## config.mk

```make
export PLATFORM = sky130hd
export DESIGN_NAME = burst_addr_seq
export DESIGN_NICKNAME = d
export VERILOG_FILES = /design/src/rtl/burst_addr_seq.sv
export SDC_FILE = /design/constraint.sdc
export NUM_CORES = 1
export LEC_CHECK = 0
export BUFFER_PORTS_ARGS = -buffer_cell sky130_fd_sc_hd__buf_2
export CORE_UTILIZATION = 40
export DETAILED_ROUTE_END_ITERATION = 10
export PLACE_DENSITY = 0.77
export SKIP_CTS_REPAIR_TIMING = 1
export SYNTH_ARGS = -nofsm -noshare
export SYNTH_HDL_FRONTEND = slang
export SYNTH_SLANG_ARGS = --single-unit
export TNS_END_PERCENT = 100
```

## constraint.sdc

```tcl
create_clock -name clk -period 2.7 [get_ports clk]
set_input_delay 0.135 -clock clk [delete_from_list [all_inputs] [get_ports clk]]
set_output_delay 0.135 -clock clk [all_outputs]
set_load 0.02 [all_outputs]
```

## src/rtl/burst_addr_seq.sv

```systemverilog
module burst_addr_seq #(
  parameter int AW = 16
) (
  input  logic          clk,
  input  logic          rst_n,
  input  logic          run_en,
  input  logic          advance,
  input  logic          interleave,
  input  logic          desel,
  input  logic [AW-1:0] addr_in,
  output logic [AW-1:0] addr_out,
  output logic          valid
);
  logic [AW-1:0] base_q;
  logic [1:0]    cnt_q;
  logic          act_q;
  logic [1:0]    low;

  always_ff @(posedge clk or negedge rst_n) begin
    if (!rst_n) begin
      base_q <= '0;
      cnt_q  <= '0;
      act_q  <= 1'b0;
    end else if (run_en) begin
      if (!advance) begin
        act_q <= !desel;
        if (!desel) begin
          base_q <= addr_in;
          cnt_q  <= '0;
        end
      end else if (act_q) begin
        cnt_q <= cnt_q + 2'd1;
      end
    end
  end

  assign low      = interleave ? (base_q[1:0] ^ cnt_q) : (base_q[1:0] + cnt_q);
  assign addr_out = {base_q[AW-1:2], low};
  assign valid    = act_q;
endmodule

```

==> results of run 1 <==
layout make-up:
class | count | share of cell area, %
Clock inverter | 1 | 0.4592
Clock buffer | 3 | 2.067
Timing Repair Buffer | 39 | 18.37
Inverter | 1 | 0.3444
Multi-Input combinational cell | 31 | 31.92
Sequential cell | 19 | 43.63
Tap cell | 28 | 3.215
through the flow:
step	area (um2)	hold WS (ns)
global route	1090	0.05022
global placement	1052	0.08567
finish	1090	0.07079
CTS	1080	-0.2391
detailed placement	1052	0.08789
floorplan	955.9	-0.1606
logic make-up (layout without fill, tap and decap cells):
family          count (synthesis)  count (layout)  synth area share, %
mux                            17              17                23.43
xor+xnor                        2               2                1.833
flops                          19              19                49.74
compound gates                  5               5                4.189
fa+ha+maj                       1               1                1.309
buf+inv                        17              44                13.87
simple gates                    6               6                5.629
path summary, 6_finish.rpt:
path	end	slack (ns)	depth (start not counted)
max reg2reg	cnt_q[1]	1.65	3
min	base_q[6]	0.07	2
max in group asynchronous	base_q[15]	2.11	2
max	addr_out[1]	1.20	4
min in group asynchronous	base_q[14]	0.30	2
min reg2reg	base_q[8]	0.52	1
layout by cell type, fill, tap and decap left out:
| cell type | netlist | layout |
|---|---|---|
| o2bb2ai_1 | 1 | 1 |
| nor2_8 | 1 | 1 |
| clkbuf_4 | 0 | 3 |
| nand2b_1 | 1 | 1 |
| nor2b_1 | 1 | 1 |
| mux2i_1 | 1 | 1 |
| buf_2 | 0 | 38 |
| a22o_2 | 1 | 1 |
| dlygate4sd3_1 | 0 | 1 |
| clkinv_2 | 0 | 1 |
| mux2_4 | 9 | 9 |
| a22o_1 | 1 | 1 |
| inv_1 | 1 | 1 |
| nand2b_4 | 1 | 1 |
| o21ai_0 | 1 | 1 |
| mux2_2 | 7 | 7 |
| dfrtp_1 | 19 | 19 |
| nand2_1 | 2 | 2 |
| a21o_1 | 1 | 1 |
| xnor2_1 | 2 | 2 |
| ha_1 | 1 | 1 |
registers in the layout, summed over array words and instances (netlist names):
| name | flops |
|---|---|
| valid | 1 |
| base_q | 16 |
| cnt_q | 2 |
power by group through the flow:
| stage | sequential [mW] | clock (mW) | combinational (mW) |
|---|---|---|---|
| 6_report | 0.388 | 0.137 | 0.289 |
| 5_1_grt | 0.395 | 0.154 | 0.314 |
| 4_1_cts | 0.389 | 0.143 | 0.292 |
| 3_5_place_dp | 0.393 | 0 | 0.292 |
| 3_3_place_gp | 0.389 | 0 | 0.283 |
| 2_1_floorplan | 0.382 | 0 | 0.261 |
per-layer routing:
metal | up-vias | share of wire (%) | GRT usage [%]
met1 | 262 | 46 | 16.09
li1 | 267 | - | -
met3 | 2 | 5.1 | 2.679
met5 | - | 0 | 0
met2 | 22 | 48 | 23.56
met4 | 0 | 0.74 | 6.944
critical path, stage by stage, from the launching register on:
cell     delay, ns
dfrtp_1       0.46
ha_1          0.20
nor2b_1       0.13
xnor2_1       0.11
buf_2         0.17
==> impl_metrics.env, run 1 <==
export IMPL_regArea_um2=475.5
export IMPL_grt_total_usage_pct=13.65
export IMPL_fmax_ghz=0.6682
export IMPL_viasPerCell=4.533
export IMPL_die_width_um=50.89
export IMPL_post_route_period_util_pct=55.43
export IMPL_final_layout_size_suffix_gt1_share_pct=64.89
export IMPL_htree_levels=1
export IMPL_clk_pin_slew_ns=0.10
export IMPL_clk_latency_ns=0.29
export IMPL_seqPwrFrac_pct=47.6
export IMPL_combinationalPowerShare_pct=35.5
export IMPL_worst_slew_pin_slew_ns=0.4092
export IMPL_synthDistinctLibCells=20
export IMPL_initial_utilization_pct=42.80
export IMPL_cts_root_buf="clkbuf_4"
export IMPL_fin_nets=118
export IMPL_slew_headroom_pct=72.72
export IMPL_core_area_mm2=0.002233
export IMPL_num_vias=553
export IMPL_p_leak_nw=0.5617
export IMPL_dp_slack_ns=1.459
export IMPL_setup_viol=0
export IMPL_wl_per_cell_um=12.11
export IMPL_rows=17
export IMPL_io_pins=39
export IMPL_gp_congestion=0.6395
export IMPL_crit_required_ns=2.57
export IMPL_yosys_warnings=0
export IMPL_outcome="finished clean"
export IMPL_ant_nets=0
export IMPL_die_h_um=50.89
export IMPL_cts_tree="built"
export IMPL_synthArstFlopShare_pct=100.0
export IMPL_remaining_drc_errors=0
export IMPL_first_global_vias=603
export IMPL_fin_cells=122
export IMPL_r2r_start="cnt_q[0]"
export IMPL_syn_to_final_growth_pct=14.01
export IMPL_setup_slack_ns=1.203
export IMPL_place_hpwl_mm=1.124
export IMPL_crit_path_start_kind="flip-flop"
export IMPL_syn_avg_cell_area_um2=14.27
export IMPL_p_sw_share_pct=33.55
export IMPL_endpoint_kind="primary output"
export IMPL_grt_ovfl_total=0
export IMPL_synth_most_common_cell="dfrtp_1"
export IMPL_numPortBuffers=38
export IMPL_path_max_fanout=5
export IMPL_min_delay_start="addr_in[6]"
export IMPL_total_power_mw=0.8142
export IMPL_fin_util_pct=48.80
export IMPL_grt_pass1_wl_mm=2.566
export IMPL_cap_viol_max_count=0
export IMPL_peakVddDrop_uv=351.2
export IMPL_synthTopCellsByCount="dfrtp_1 (19), buf_4 (14), mux2_4 (9)"
export IMPL_dr_pass1_iters=4
export IMPL_fin_skew_ns=0.0002937
export IMPL_synth_top_cell_area_share_pct=49.74
export IMPL_hold_class="in -> reg"
export IMPL_clkPwrFrac_pct=16.9
export IMPL_synth_ff_type="dfrtp_1"
export IMPL_synth_seq_cells=19
export IMPL_synth_area_leaders="dfrtp_1 (50%), mux2_4 (14%), buf_4 (11%), mux2_2 (8.2%), buf_12 (2.1%)"
export IMPL_antenna_found_initial=0
export IMPL_yosys_area_top_type="dfrtp_1"
export IMPL_final_setup_tns_ns=0
export IMPL_fillers=212
export IMPL_dp_cells=117
export IMPL_critPathKind="reg -> out"
export IMPL_first_iter_violations=7
export IMPL_cts_buffers=3
export IMPL_intPower_mw=0.5410
export IMPL_die_area_mm2=0.002589
export IMPL_diodes=0
export IMPL_crit_start="cnt_q[0]"
export IMPL_finalHoldViolCount=0
export IMPL_period_needed_ns=1.497
export IMPL_syn_num_nets=90
export IMPL_switchingPower_mw=0.2732
export IMPL_clk_path_buf_depth=2
export IMPL_cellPowerDensity_mw_per_mm2=747.1
export IMPL_cts_sinks=19
export IMPL_synth_yosys_seq_area_share_pct=49.74
export IMPL_rsz0062_at_grt="false"
export IMPL_final_max_slew_violation_count=0
export IMPL_multi_input_area_um2=347.8
export IMPL_synth_edf_count=0
export IMPL_routed_wl_mm=1.477
export IMPL_grt_max_degree=20
export IMPL_synthCells=67
export IMPL_cp_data_arrival_time_ns=1.36
export IMPL_syn_area_um2=955.9
No activity file was read; power rests on OpenSTA's default activity.
==> run 2: changes to the inputs <==
--- a/config.mk
+++ b/config.mk
@@ -8,7 +8,7 @@
 export BUFFER_PORTS_ARGS = -buffer_cell sky130_fd_sc_hd__buf_2
 export CORE_UTILIZATION = 40
 export DETAILED_ROUTE_END_ITERATION = 10
-export PLACE_DENSITY = 0.77
+export PLACE_DENSITY = 0.8
 export SKIP_CTS_REPAIR_TIMING = 1
 export SYNTH_ARGS = -nofsm -noshare
 export SYNTH_HDL_FRONTEND = slang
==> constraint.sdc (replaced) <==
create_clock -name clk -period 1.3 [get_ports clk]
set_input_delay 0.065 -clock clk [delete_from_list [all_inputs] [get_ports clk]]
set_output_delay 0.065 -clock clk [all_outputs]
set_load 0.02 [all_outputs]
==> run 2 against run 1 <==
  * First-iteration DRC count is 14% lower
  * The flow now finishes with violations (setup timing)
  * Sequential cell count did not move
  * Die area unchanged
  * Clock-buffer cell count rose by 1
  * Critical path type unchanged
  * Largest cell class unchanged
==> impl_metrics.env, run 2 (synthesis gave the netlist of run 1 again) <==
export IMPL_outcome="finished, violations left"
export IMPL_violations="setup timing"
export IMPL_fin_nets=131
export IMPL_cap_viol_max_count=0
export IMPL_wl_per_cell_um=12.34
export IMPL_remaining_drc_errors=0
export IMPL_syn_to_final_growth_pct=28.93
export IMPL_place_hpwl_mm=1.148
export IMPL_die_width_um=50.89
export IMPL_initial_utilization_pct=42.80
export IMPL_clk_path_buf_depth=2
export IMPL_hold_class="in -> reg"
export IMPL_finalHoldViolCount=0
export IMPL_num_vias=631
export IMPL_grt_max_degree=20
export IMPL_die_area_mm2=0.002589
export IMPL_die_h_um=50.89
export IMPL_endpoint_kind="primary output"
export IMPL_final_layout_size_suffix_gt1_share_pct=61.68
export IMPL_crit_path_start_kind="flip-flop"
export IMPL_final_cell_mix="buf_2 (38), dfrtp_1 (18), dlygate4sd3_1 (11), mux2_4 (9), mux2_2 (7)"
export IMPL_rsz0062_at_grt="true"
export IMPL_critPathKind="reg -> out"
export IMPL_setup_slack_ns=-0.06929
export IMPL_slew_headroom_pct=72.53
export IMPL_rows=17
export IMPL_period_needed_ns=1.369
export IMPL_r2r_slack_ns=0.21
export IMPL_ant_nets=0
export IMPL_io_pins=39
export IMPL_regArea_um2=476.7
export IMPL_multi_input_area_um2=367.9
export IMPL_p_leak_nw=0.6158
export IMPL_fin_util_pct=55.18
export IMPL_worstRegToRegCells=4
export IMPL_largest_register_ffs=16
export IMPL_numPortBuffers=38
export IMPL_r2r_start="cnt_q[0]"
export IMPL_worst_slew_pin_slew_ns=0.4121
export IMPL_diodes=0
export IMPL_dp_cells=117
export IMPL_antenna_found_initial=0
export IMPL_dr_pass1_iters=4
export IMPL_first_global_vias=610
export IMPL_final_common_cell="buf_2"
export IMPL_crit_required_ns=1.24
export IMPL_grt_ovfl_total=0
export IMPL_fin_skew_ns=0.001117
export IMPL_cts_root_buf="clkbuf_4"
export IMPL_core_area_mm2=0.002233
export IMPL_grt_total_usage_pct=12.72
export IMPL_timing_hold_ws_ns=0.009239
export IMPL_cts_buffers=3
export IMPL_fin_cells=135
export IMPL_final_max_slew_violation_count=0
export IMPL_viasPerCell=4.674
export IMPL_top_register="base_q"
export IMPL_fillers=204
export IMPL_fmax_ghz=0.7303
export IMPL_use_met2_pct=23.78
export IMPL_cp_data_arrival_time_ns=1.30
export IMPL_met3_usage_pct=2.976
export IMPL_clk_latency_ns=0.28
export IMPL_routed_wl_mm=1.666
export IMPL_setup_viol=1
export IMPL_cts_sinks=19
export IMPL_first_iter_violations=6
export IMPL_peakVddDrop_uv=771.8
export IMPL_clk_pin_slew_ns=0.10
export IMPL_grt_pass1_wl_mm=2.456
export IMPL_gr_usage_met1_pct=13.82
export IMPL_reg2reg_to="cnt_q[1]"
export IMPL_htree_levels=1
export IMPL_total_power_mw=1.766
export IMPL_cellPowerDensity_mw_per_mm2=1433
export IMPL_post_route_period_util_pct=105.3
export IMPL_grt_busiest_layer="met2"
export IMPL_cts_tree="built"
export IMPL_crit_start="cnt_q[0]"
export IMPL_path_max_fanout=3
export IMPL_gp_congestion=0.6733
export IMPL_crit_path_end="addr_out[1]"
[run 2: how the worst min path moves through the flow]
stage	start	end	slack [ns]	cells after the start
6_report	addr_in[5]	base_q[5]	0.009	2
5_1_grt	addr_in[0]	base_q[0]	0.001	2
4_1_cts	rst_n	base_q[8]	-0.30	1
3_5_place_dp	rst_n	base_q[14]	0.03	1
3_3_place_gp	rst_n	base_q[4]	0.02	1
2_1_floorplan	rst_n	base_q[0]	-0.23	0
[run 2: per-stage QoR]
step                area [um2]  setup WS (ns)  setup TNS (ns)
CTS                       1079        -0.1469         -0.1469
floorplan                955.9         0.1497               0
global route              1232        -0.1231         -0.1231
global placement          1052         0.1720               0
finish                    1232       -0.06929        -0.06929
detailed placement        1052         0.1188               0
[run 2: worst max-delay path, cell delays in order, from the launching register on]
cell     delay, ns
dfrtp_2       0.45
ha_4          0.16
nor2b_4       0.11
xnor2_1       0.13
buf_2         0.17
[run 2: metal layers]
layer,share of wire (%),up-vias
met4,0.90,0
li1,-,292
met1,40,310
met2,54,27
met3,5.6,2
met5,0,-
[run 2: cell type report]
class                           count  area share (%)
Tap cell                           28           2.843
Inverter                            1          0.3046
Timing Repair Buffer               52           26.19
Clock buffer                        4           2.132
Multi-Input combinational cell     31           29.85
Sequential cell                    19           38.68
[run 2: power by group]
part	internal, mW	switching, mW
Sequential	0.714	0.0942
Clock	0.119	0.160
Combinational	0.355	0.324
Total	1.19	0.578
==> run 3: changes to the inputs <==
--- a/config.mk
+++ b/config.mk
@@ -6,9 +6,11 @@
 export NUM_CORES = 1
 export LEC_CHECK = 0
 export BUFFER_PORTS_ARGS = -buffer_cell sky130_fd_sc_hd__buf_2
+export CORE_MARGIN = 4
 export CORE_UTILIZATION = 40
 export DETAILED_ROUTE_END_ITERATION = 10
 export PLACE_DENSITY = 0.8
+export SETUP_SLACK_MARGIN = 0.2
 export SKIP_CTS_REPAIR_TIMING = 1
 export SYNTH_ARGS = -nofsm -noshare
 export SYNTH_HDL_FRONTEND = slang
==> run 3 against run 2 <==
  * The flow still finishes with violations (setup timing)
  * Fmax grew 0.60%
  * Global-route usage shrank 2.2 points
  * First-iteration DRC count shrank 83%
  * Worst setup slack gained 0.0081 ns
  * Final cell count grew 0.74%
  * Non-clock buffer count grew 1
  * Via count is the same
  * Routed wire length grew 9.2%
  * Combinational power grew 9.0%
==> impl_metrics.env, run 3 (synthesis gave the netlist of run 1 again) <==
export IMPL_cap_viol_max_count=0
export IMPL_path_max_fanout=4
export IMPL_first_iter_violations=1
export IMPL_hold_end="base_q[10]"
export IMPL_dr_pass1_iters=2
export IMPL_routed_wl_mm=1.820
export IMPL_grt_total_usage_pct=10.51
export IMPL_gp_congestion=0.6361
export IMPL_period_needed_ns=1.361
export IMPL_seqPwrFrac_pct=44.0
export IMPL_viasPerCell=4.640
export IMPL_grt_max_degree=20
export IMPL_setup_slack_ns=-0.06116
export IMPL_clkPwrFrac_pct=15.9
export IMPL_grt_pass1_wl_mm=2.601
export IMPL_intPower_mw=1.238
export IMPL_syn_to_final_growth_pct=32.98
export IMPL_largest_register_ffs=16
export IMPL_diodes=0
export IMPL_die_area_mm2=0.003236
export IMPL_final_setup_tns_ns=-0.06116
export IMPL_final_max_slew_violation_count=0
export IMPL_fmax_ghz=0.7347
export IMPL_place_hpwl_mm=1.255
export IMPL_total_power_mw=1.844
export IMPL_rows=17
export IMPL_top_register="base_q"
export IMPL_clk_path_buf_depth=2
export IMPL_initial_utilization_pct=42.80
export IMPL_worst_slew_pin_slew_ns=0.4211
export IMPL_final_cell_mix="buf_2 (36), dfrtp_1 (18), dlygate4sd3_1 (14), mux2_4 (9), mux2_2 (7)"
export IMPL_fillers=200
export IMPL_remaining_drc_errors=0
export IMPL_htree_levels=1
export IMPL_antenna_found_initial=0
export IMPL_fin_util_pct=56.92
export IMPL_first_global_vias=575
export IMPL_cp_data_arrival_time_ns=1.30
export IMPL_endpoint_kind="primary output"
export IMPL_post_route_period_util_pct=104.7
export IMPL_min_delay_path_depth=2
export IMPL_crit_required_ns=1.24
export IMPL_switchingPower_mw=0.6063
export IMPL_clk_latency_ns=0.29
export IMPL_peakVddDrop_uv=979.8
export IMPL_slew_headroom_pct=71.93
export IMPL_num_vias=631
export IMPL_combinationalPowerShare_pct=40.1
export IMPL_ant_nets=0
export IMPL_min_delay_start="addr_in[10]"
export IMPL_die_h_um=56.89
export IMPL_violations="setup timing"
export IMPL_wl_per_cell_um=13.38
export IMPL_r2r_start="cnt_q[0]"
export IMPL_fin_nets=132
export IMPL_io_pins=39
export IMPL_fin_skew_ns=0.001499
export IMPL_finalHoldViolCount=0
export IMPL_setup_viol=1
export IMPL_cts_root_buf="clkbuf_4"
export IMPL_worstRegToRegCells=4
export IMPL_cts_tree="built"
export IMPL_cts_buffers=3
export IMPL_p_leak_nw=0.6312
export IMPL_critPathKind="reg -> out"
export IMPL_core_area_mm2=0.002233
export IMPL_rsz0062_at_grt="true"
export IMPL_outcome="finished, violations left"
export IMPL_reg2reg_to="cnt_q[1]"
export IMPL_clk_pin_slew_ns=0.10
export IMPL_numPortBuffers=38
export IMPL_cellPowerDensity_mw_per_mm2=1450
export IMPL_grt_ovfl_total=0
export IMPL_crit_path_start_kind="flip-flop"
export IMPL_final_layout_size_suffix_gt1_share_pct=61.11
export IMPL_postPlaceCellArea_mm2=0.001060
export IMPL_r2r_slack_ns=0.22
export IMPL_cts_sinks=19
export IMPL_die_width_um=56.89
export IMPL_p_sw_share_pct=32.88
export IMPL_final_common_cell="buf_2"
export IMPL_hold_class="in -> reg"
export IMPL_fin_area_mm2=0.001271
[run 3: cell types whose count changed in the layout (fill, tap and decap cells not counted)]
cell	change
dlygate4sd3_1	+3
buf_2	-2
xnor2_1	-2
xnor2_2	+2
buf_4	-1
buf_6	+1
[run 3: cell type report]
class | instances | area [um2] | share of cell area [%]
flip-flops and latches | 19 | 476.7 | 37.50
well taps | 28 | 35.03 | 2.756
repair buffers | 53 | 346.6 | 27.26
multi-input cells | 31 | 382.9 | 30.12
clock buffers | 4 | 26.28 | 2.067
inverters | 1 | 3.754 | 0.2953
[run 3: critical path: stages, from the launching register on]
cell	delay, ns
dfrtp_2	0.45
ha_4	0.16
nor2b_4	0.12
xnor2_2	0.12
buf_4	0.16
[run 3: how the worst max path moves through the flow]
stage | start | to | slack, ns | depth (start not counted)
after floorplan | cnt_q[0] | addr_out[1] | 0.26 | 3
after global placement | advance | base_q[4] | 0.16 | 4
after detailed placement | advance | base_q[14] | 0.1 | 4
after CTS | cnt_q[0] | addr_out[1] | -0.19 | 4
after global routing | cnt_q[0] | addr_out[1] | -0.12 | 4
final | cnt_q[0] | addr_out[1] | -0.06 | 4
[run 3: power by group through the flow]
| stage | Sequential (mW) | Combinational, mW | Clock (mW) |
|---|---|---|---|
| 5_1_grt | 0.828 | 0.794 | 0.334 |
| 3_5_place_dp | 0.808 | 0.637 | 0 |
| 4_1_cts | 0.800 | 0.636 | 0.302 |
| 3_3_place_gp | 0.800 | 0.621 | 0 |
| 6_report | 0.811 | 0.740 | 0.294 |
| 2_1_floorplan | 0.794 | 0.565 | 0 |
[run 3: per-layer routing]
| metal | up-vias | global-route usage [%] | routed length [um] |
|---|---|---|---|
| met3 | 0 | 6.207 | 161 |
| met4 | 0 | 1.987 | 0 |
| li1 | 294 | - | - |
| met5 | - | 0 | 0 |
| met2 | 26 | 16.31 | 955 |
| met1 | 311 | 12.64 | 703 |
[run 3: metrics by stage]
stage | hold slack [ns] | instances | worst slack, ns
3_5_place_dp | 0.03233 | 117 | 0.09935
6_report | 0.004911 | 136 | -0.06116
3_3_place_gp | 0.01928 | 117 | 0.1570
5_1_grt | -0.002148 | 136 | -0.1204
2_1_floorplan | -0.2306 | 67 | 0.2605
4_1_cts | -0.3015 | 121 | -0.1876
